`src/rtl/bsd_pkg.sv`:
```
package bsd_pkg;
    typedef enum logic [3:0] {
        OP_JMP_REL   = 4'd0,
        OP_JMP_PTR   = 4'd1,
        OP_BR_SET    = 4'd2,
        OP_BR_CLR    = 4'd3,
        OP_BR_SGE    = 4'd4,
        OP_BR_SLT    = 4'd5,
        OP_SKIP_EQ   = 4'd6,
        OP_SKIP_BCLR = 4'd7,
        OP_SKIP_BSET = 4'd8
    } op_e;

    typedef enum logic [1:0] {
        ST_IDLE  = 2'd0,
        ST_WAIT2 = 2'd1,
        ST_WAIT1 = 2'd2,
        ST_DONE  = 2'd3
    } st_e;

    localparam int NEG_BIT = 2;
    localparam int OVF_BIT = 3;
endpackage

```
`src/rtl/bsd_resolve.sv`:
```
module bsd_resolve
    import bsd_pkg::*;
#(
    parameter int PC_W       = 22,
    parameter int PTR_W      = 16,
    parameter int BR_DISP_W  = 7,
    parameter int JMP_DISP_W = 12,
    parameter int FLAG_W     = 8,
    parameter int DATA_W     = 8,
    localparam int SEL_W     = $clog2(FLAG_W)
) (
    input  logic                  clk,
    input  logic                  rst_n,
    input  logic [3:0]            op_i,
    input  logic [PC_W-1:0]       pc_i,
    input  logic [JMP_DISP_W-1:0] disp_i,
    input  logic [SEL_W-1:0]      sel_i,
    input  logic [FLAG_W-1:0]     status_i,
    input  logic                  bit_i,
    input  logic [DATA_W-1:0]     a_i,
    input  logic [DATA_W-1:0]     b_i,
    input  logic [PTR_W-1:0]      ptr_i,
    input  logic                  two_word_i,
    output logic                  ok_o,
    output logic [PC_W-1:0]       tgt_o,
    output logic [1:0]            n_o
);
    logic [PC_W-1:0] br_off, jmp_off, pc_inc;
    logic            sgn_lt, br_take, skip_hit;

    assign br_off  = {{(PC_W-BR_DISP_W){disp_i[BR_DISP_W-1]}}, disp_i[BR_DISP_W-1:0]};
    assign jmp_off = {{(PC_W-JMP_DISP_W){disp_i[JMP_DISP_W-1]}}, disp_i};
    assign pc_inc  = pc_i + PC_W'(1);
    assign sgn_lt  = status_i[NEG_BIT] ^ status_i[OVF_BIT];

    always_comb begin
        ok_o     = 1'b1;
        tgt_o    = pc_inc;
        n_o      = 2'd1;
        br_take  = 1'b0;
        skip_hit = 1'b0;
        case (op_e'(op_i))
            OP_JMP_REL: begin
                tgt_o = pc_inc + jmp_off;
                n_o   = 2'd2;
            end
            OP_JMP_PTR: begin
                tgt_o = PC_W'(ptr_i);
                n_o   = 2'd2;
            end
            OP_BR_SET:    br_take  = status_i[sel_i];
            OP_BR_CLR:    br_take  = !status_i[sel_i];
            OP_BR_SGE:    br_take  = !sgn_lt;
            OP_BR_SLT:    br_take  = sgn_lt;
            OP_SKIP_EQ:   skip_hit = (a_i == b_i);
            OP_SKIP_BCLR: skip_hit = !bit_i;
            OP_SKIP_BSET: skip_hit = bit_i;
            default:      ok_o     = 1'b0;
        endcase
        if (br_take) begin
            tgt_o = pc_inc + br_off;
            n_o   = 2'd2;
        end
        if (skip_hit) begin
            tgt_o = two_word_i ? pc_i + PC_W'(3) : pc_i + PC_W'(2);
            n_o   = two_word_i ? 2'd3 : 2'd2;
        end
    end

    // cycle count stays within one to three.
    assert_cycle_range_R8: assert property (@(posedge clk) disable iff (!rst_n)
        ok_o |-> (n_o != 2'd0));

    // a single-cycle outcome always falls through to the next word.
    assert_fallthrough_R4: assert property (@(posedge clk) disable iff (!rst_n)
        (ok_o && n_o == 2'd1) |-> (tgt_o == pc_i + PC_W'(1)));

    generate
        if (PC_W > PTR_W) begin : g_upper
            // a pointer jump leaves every upper PC bit at zero.
            assert_ptr_upper_R3: assert property (@(posedge clk) disable iff (!rst_n)
                (op_i == 4'd1) |-> (tgt_o[PC_W-1:PTR_W] == '0));
        end
    endgenerate
endmodule

```
`src/rtl/bsd_seq.sv`:
```
module bsd_seq
    import bsd_pkg::*;
#(
    parameter int PC_W = 22
) (
    input  logic            clk,
    input  logic            rst_n,
    input  logic            issue_i,
    input  logic            ok_i,
    input  logic [PC_W-1:0] tgt_i,
    input  logic [1:0]      n_i,
    output logic            busy_o,
    output logic            valid_o,
    output logic [PC_W-1:0] pc_o,
    output logic [1:0]      cyc_o
);
    st_e             st_q, st_d;
    logic [PC_W-1:0] pend_q;
    logic [1:0]      pend_n_q;
    logic            accept;

    assign accept = issue_i && ok_i && (st_q == ST_IDLE || st_q == ST_DONE);

    always_comb begin
        st_d = st_q;
        unique case (st_q)
            ST_IDLE, ST_DONE: begin
                if (accept)
                    st_d = (n_i == 2'd1) ? ST_DONE : (n_i == 2'd2) ? ST_WAIT1 : ST_WAIT2;
                else
                    st_d = ST_IDLE;
            end
            ST_WAIT2: st_d = ST_WAIT1;
            ST_WAIT1: st_d = ST_DONE;
        endcase
    end

    always_ff @(posedge clk or negedge rst_n) begin
        if (!rst_n) begin
            st_q     <= ST_IDLE;
            pend_q   <= '0;
            pend_n_q <= '0;
            pc_o     <= '0;
            cyc_o    <= '0;
        end else begin
            st_q <= st_d;
            if (accept) begin
                pend_q   <= tgt_i;
                pend_n_q <= n_i;
                if (n_i == 2'd1) begin
                    pc_o  <= tgt_i;
                    cyc_o <= n_i;
                end
            end else if (st_q == ST_WAIT1) begin
                pc_o  <= pend_q;
                cyc_o <= pend_n_q;
            end
        end
    end

    always_comb begin
        busy_o  = (st_q == ST_WAIT2) || (st_q == ST_WAIT1);
        valid_o = (st_q == ST_DONE);
    end

    // a one-cycle instruction shows its result at the next edge.
    assert_one_cycle_R9: assert property (@(posedge clk) disable iff (!rst_n)
        (accept && n_i == 2'd1) |=> (valid_o && !busy_o));

    // a two-cycle instruction is busy for one cycle, then done.
    assert_two_cycle_R9: assert property (@(posedge clk) disable iff (!rst_n)
        (accept && n_i == 2'd2) |=> (busy_o && !valid_o) ##1 valid_o);

    // an issue while busy does not disturb the pending result.
    assert_busy_ignore_R10: assert property (@(posedge clk) disable iff (!rst_n)
        (busy_o && issue_i) |=> $stable(pend_q));

    // an undefined class never produces a result.
    assert_undef_R11: assert property (@(posedge clk) disable iff (!rst_n)
        (issue_i && !ok_i && !busy_o) |=> (!valid_o && $stable(pc_o)));
endmodule

```
`src/rtl/branch_skip_unit.sv`:
```
module branch_skip_unit #(
    parameter int PC_W       = 22,
    parameter int PTR_W      = 16,
    parameter int BR_DISP_W  = 7,
    parameter int JMP_DISP_W = 12,
    parameter int FLAG_W     = 8,
    parameter int DATA_W     = 8,
    localparam int SEL_W     = $clog2(FLAG_W)
) (
    input  logic                  clk,
    input  logic                  rst_n,
    input  logic                  issue,
    input  logic [3:0]            op,
    input  logic [PC_W-1:0]       pc_cur,
    input  logic [JMP_DISP_W-1:0] disp,
    input  logic [SEL_W-1:0]      flag_sel,
    input  logic [FLAG_W-1:0]     status,
    input  logic                  test_bit,
    input  logic [DATA_W-1:0]     cmp_a,
    input  logic [DATA_W-1:0]     cmp_b,
    input  logic [PTR_W-1:0]      ptr,
    input  logic                  next_two_word,
    output logic                  busy,
    output logic                  pc_valid,
    output logic [PC_W-1:0]       pc_next,
    output logic [1:0]            cycles
);
    logic            ok;
    logic [PC_W-1:0] tgt;
    logic [1:0]      n;

    bsd_resolve #(
        .PC_W(PC_W), .PTR_W(PTR_W), .BR_DISP_W(BR_DISP_W),
        .JMP_DISP_W(JMP_DISP_W), .FLAG_W(FLAG_W), .DATA_W(DATA_W)
    ) u_resolve (
        .clk(clk), .rst_n(rst_n), .op_i(op), .pc_i(pc_cur), .disp_i(disp),
        .sel_i(flag_sel), .status_i(status), .bit_i(test_bit), .a_i(cmp_a),
        .b_i(cmp_b), .ptr_i(ptr), .two_word_i(next_two_word),
        .ok_o(ok), .tgt_o(tgt), .n_o(n)
    );

    bsd_seq #(.PC_W(PC_W)) u_seq (
        .clk(clk), .rst_n(rst_n), .issue_i(issue), .ok_i(ok), .tgt_i(tgt),
        .n_i(n), .busy_o(busy), .valid_o(pc_valid), .pc_o(pc_next), .cyc_o(cycles)
    );

    // the done cycle never overlaps a wait cycle.
    assert_valid_not_busy_R9: assert property (@(posedge clk) disable iff (!rst_n)
        pc_valid |-> !busy);
endmodule

```
`config.mk`:
```
export PLATFORM = sky130hd
export DESIGN_NAME = branch_skip_unit
export DESIGN_NICKNAME = d
export VERILOG_FILES = /design/src/rtl/bsd_pkg.sv /design/src/rtl/bsd_resolve.sv /design/src/rtl/bsd_seq.sv /design/src/rtl/branch_skip_unit.sv
export SDC_FILE = /design/constraint.sdc
export NUM_CORES = 1
export LEC_CHECK = 0
export BUFFER_PORTS_ARGS = -buffer_cell sky130_fd_sc_hd__buf_4
export CORE_MARGIN = 4
export CORE_UTILIZATION = 45
export DETAILED_ROUTE_END_ITERATION = 10
export PLACE_DENSITY = 0.68
export SLEW_MARGIN = 10
export SYNTH_ARGS = -nofsm -noshare
export SYNTH_HDL_FRONTEND = slang
export SYNTH_SLANG_ARGS = --single-unit
```
`constraint.sdc`:
```
create_clock -name clk -period 2.3 [get_ports clk]
set_input_delay 0.46 -clock clk [delete_from_list [all_inputs] [get_ports clk]]
set_output_delay 0.46 -clock clk [all_outputs]
set_load 0.02 [all_outputs]
```
==> results_dict.tcl <==
set metrics [dict create \
    status "finished with violations" \
    violations "negative setup slack" \
    fmax_ghz 0.275 \
    grt_overflow 0 \
    gp_congestion 0.960 \
    post_route_cells_drive_above_1_share_pct 59.5 \
    cts_tree "yes" \
    max-cap-violations 0 \
    synthesis.area_um2 5430 \
    dieArea_um2 13900 \
    setup_ws_ns -1.34 \
    fin_area_um2 10200 \
    final_cells 1160 \
    p_sw_share_pct 41.4 \
    placed_area_um2 8100 \
    final-hold-violation-count 0 \
    cts_buffers 5 \
    antenna_found_initial 0 \
    io_pins 112 \
    power_frac_seq_pct 21.4 \
    p_switching_mw 2.97 \
    peakVddDrop_mv 0.846 \
    nets 1148 \
    rsz0062_at_grt "yes" \
    clk_latency_ns 0.29 \
    grt_use_total_pct 33.1 \
    crit_top_cell "buf_6" \
    start_util_pct 46.7 \
    post-dp-hpwl_mm 17.3 \
    worst_setup_path_end_kind "register" \
    clk_pin_slew_ns 0.07 \
    power.internal_mw 4.19 \
    ys_seq_area_share_pct 23.1 \
    grt_pass1_wl_mm 37.3 \
    worst-path-max-fanout 4 \
    ys_warn_count 0 \
    crit_arrival_ns 3.82 \
    rr_startpoint "u_seq.st_q[0]" \
    dr.pass1.iters 6 \
    synth_edf_count 0 \
    cp.required_ns 2.47 \
    die_w_um 118 \
    synth_nets 810 \
    synth.distinct_cells 66 \
    synth_top_flop_cell "dfrtp_1" \
    worstSetupPathType "in2reg" \
    startpoint_type "input port" \
    ant_nets 0 \
    finClkSkew_ns 0.00556 \
    reg2reg_slack_ns 0.14 \
    core-area_um2 11600 \
    synth_cells 678 \
    synth_top_area_cell "dfrtp_1" \
    async_flop_share_pct 100 \
    synth_compound_area_share_pct 24.3 \
    synthToLayoutAreaGrowth_pct 87.1 \
    synth-adder-area-share_pct 10.7 \
    avgSynthCellArea_um2 8.00 \
    cts_max_level 2 \
    drc 0 \
    slowest_stage "o311a_1" \
    synth-simple-area-share_pct 18.9 \
    synthTopCellsByArea "dfrtp_1 23%, ha_1 10%, xnor2_1 7.3%" \
    cts_max_path_buffers 2 \
    viasPerCell 6.51 \
    r2r_cells 9 \
    pwr-share-comb_pct 65.1 \
    n_antenna_cell 0 \
    powerDensity_nw_per_um2 705 \
    worst_pin_slew_ns 0.624 \
    leakage_nw 4.57 \
    timing.rr.end "u_seq.pc_o[13]" \
    fillCellCount 533 \
    grt_max_degree 51 \
    initialDrtViolationCount 983 \
    min_path_type "in2async" \
    placed_cells 1103 \
    yosysTopAreaCellShare_pct 23.1 \
    grt_pass1_vias 7096 \
    critPathMaxStageDelay_ns 0.36 \
    muxShareOfSynthArea_pct 5.56 \
    routed_wl_mm 28.1 \
    clkPwrFrac_pct 13.5 \
    finalCritPeriodShare_pct 158 \
    fin_total_pwr_mw 7.16 \
    finalCriticalPeriod_ns 3.64 \
    drv_slew 0 \
    port_buffers 111 \
    clock-sinks 50 \
    relSlewSlack_pct 58.4 \
    synthXorXnorAreaFrac_pct 13.4 \
    final-setup-viol-count 45 \
    worstPathCellList "buf_8, nand4_1, buf_4, nor4_4, buf_6, nand3_4, xnor2_4, ha_4, buf_6, nand2_2, nor2_2, o311a_1, a2bb2oi_2, xor2_2, mux2i_1, o211ai_1, a32o_2, mux2_4" \
    via_count 7552 \
    synth_top_family_by_area "compound AO/OA/AOI/OAI gates" \
    root_buffer "clkbuf_16" \
    post_drt_wl_per_cell_um 24.2 \
    die_h_um 118 \
    num_rows 39 \
    fin_tns_setup_ns -35.94 \
    ys_seq_elements 50 \
]
## metrics by stage
step / hold slack, ns / utilization (%) / setup WS, ns
2_1_floorplan: 0.164 / - / -1.32
3_3_place_gp: 0.457 / 69.7 / -1.71
3_5_place_dp: 0.464 / 69.7 / -1.68
4_1_cts: 0.203 / 81.4 / -1.14
5_1_grt: 0.218 / 87.4 / -1.43
6_report: 0.175 / 87.4 / -1.34
## cells by family (layout without fill, tap and decap cells)
| kind of cell | count (synthesis) | after routing |
|---|---|---|
| adders and majority gates | 46 | 46 |
| buffers and inverters | 56 | 394 |
| AOI/OAI and AO/OA | 201 | 201 |
| DFF | 50 | 50 |
| muxes | 25 | 25 |
| xor gates and xnor gates | 83 | 83 |
| and+or+nand+nor | 217 | 218 |
## final cells by class
class                   count  area (µm²)  area share, %
repair buffers            372        2990           29.4
inverters                  14        55.1          0.542
clock buffers               5         125           1.23
multi-input cells         573        5480           54.0
flip-flops and latches     50        1250           12.3
well taps                 143         179           1.76
clock inverters             3        68.8          0.678
## flip-flops by register name, indices dropped and copies added (netlist names)
| name | count |
|---|---|
| u_seq.pend_n_q | 2 |
| u_seq.cyc_o | 2 |
| u_seq.pc_o | 22 |
| u_seq.st_q | 2 |
| u_seq.pend_q | 22 |
## placed cells by master, fill, tap and decap left out, types with 7 or more instances in the layout
cell type / synthesis / layout
nand2_1: 87 / 68
dfrtp_1: 50 / 50
nand3_1: 13 / 8
o21ai_1: 3 / 10
xor2_1: 38 / 26
mux2i_1: 8 / 7
nand2_4: 0 / 7
a21oi_2: 0 / 20
xnor2_2: 0 / 8
xnor2_1: 45 / 30
ha_4: 0 / 25
inv_1: 14 / 11
o21ai_2: 0 / 16
nand2b_1: 8 / 7
buf_4: 0 / 331
o21ai_0: 39 / 14
xnor2_4: 0 / 7
a21oi_4: 0 / 8
nor2_1: 52 / 41
ha_1: 45 / 16
mux2_4: 0 / 9
nand4_1: 16 / 16
a21oi_1: 57 / 29
buf_6: 1 / 34
o211ai_1: 9 / 9
a21o_1: 12 / 12
nand2_2: 0 / 12
xor2_2: 0 / 9
## power groups by stage
stage	Clock (mW)	Combinational (mW)	Sequential, mW
floorplan	0	1.86	1.71
global placement	0	3.42	1.50
detailed placement	0	3.53	1.52
CTS	0.964	4.04	1.51
global route	1.01	4.89	1.56
finish	0.965	4.66	1.53
## synth_stat cells (12+ instances only)
| cell | instances |
|---|---|
| clkbuf_1 | 35 |
| nand3_1 | 13 |
| nand4_1 | 16 |
| ha_1 | 45 |
| xnor2_1 | 45 |
| nor2_1 | 52 |
| a21o_1 | 12 |
| dfrtp_1 | 50 |
| mux2_2 | 14 |
| inv_1 | 14 |
| xor2_1 | 38 |
| a21oi_1 | 57 |
| nand2_1 | 87 |
| o21ai_0 | 39 |
## per-layer routing
metal  vias to the layer above  part of all wire [%]  track usage (%)
li1                       3132                     -                -
met1                      3555                    37             42.3
met2                       648                    46             55.6
met3                       217                   9.0             4.71
met4                         0                   8.2             14.8
met5                         -                     0                0
## critical path: cells and delay by family
kind                       cells  cell delay (ns)
AOI/OAI and AO/OA              4             0.90
adders and majority gates      1             0.27
xor gates and xnor gates       2             0.48
and+or+nand+nor                5             0.62
muxes                          2             0.47
buffers and inverters          4             0.60
## worst max path at each step
stage | from | end | slack (ns) | depth (start not counted)
floorplan | pc_cur[5] | u_seq.pc_o[21] | -1.32 | 16
global placement | pc_cur[6] | u_seq.pc_o[21] | -1.71 | 16
detailed placement | pc_cur[6] | u_seq.pc_o[21] | -1.68 | 16
CTS | pc_cur[1] | u_seq.pc_o[21] | -1.14 | 18
global route | pc_cur[4] | u_seq.pc_o[21] | -1.43 | 18
finish | pc_cur[4] | u_seq.pc_o[21] | -1.34 | 18
## what timing repair did
item,CTS,global route
hold buffers,0,0
endpoints found under the setup margin,42,49
gates cloned,1,0
pin swaps,73,83
buffers inserted,33,27
resized for setup,172,113
No activity file was read; power rests on OpenSTA's default activity.
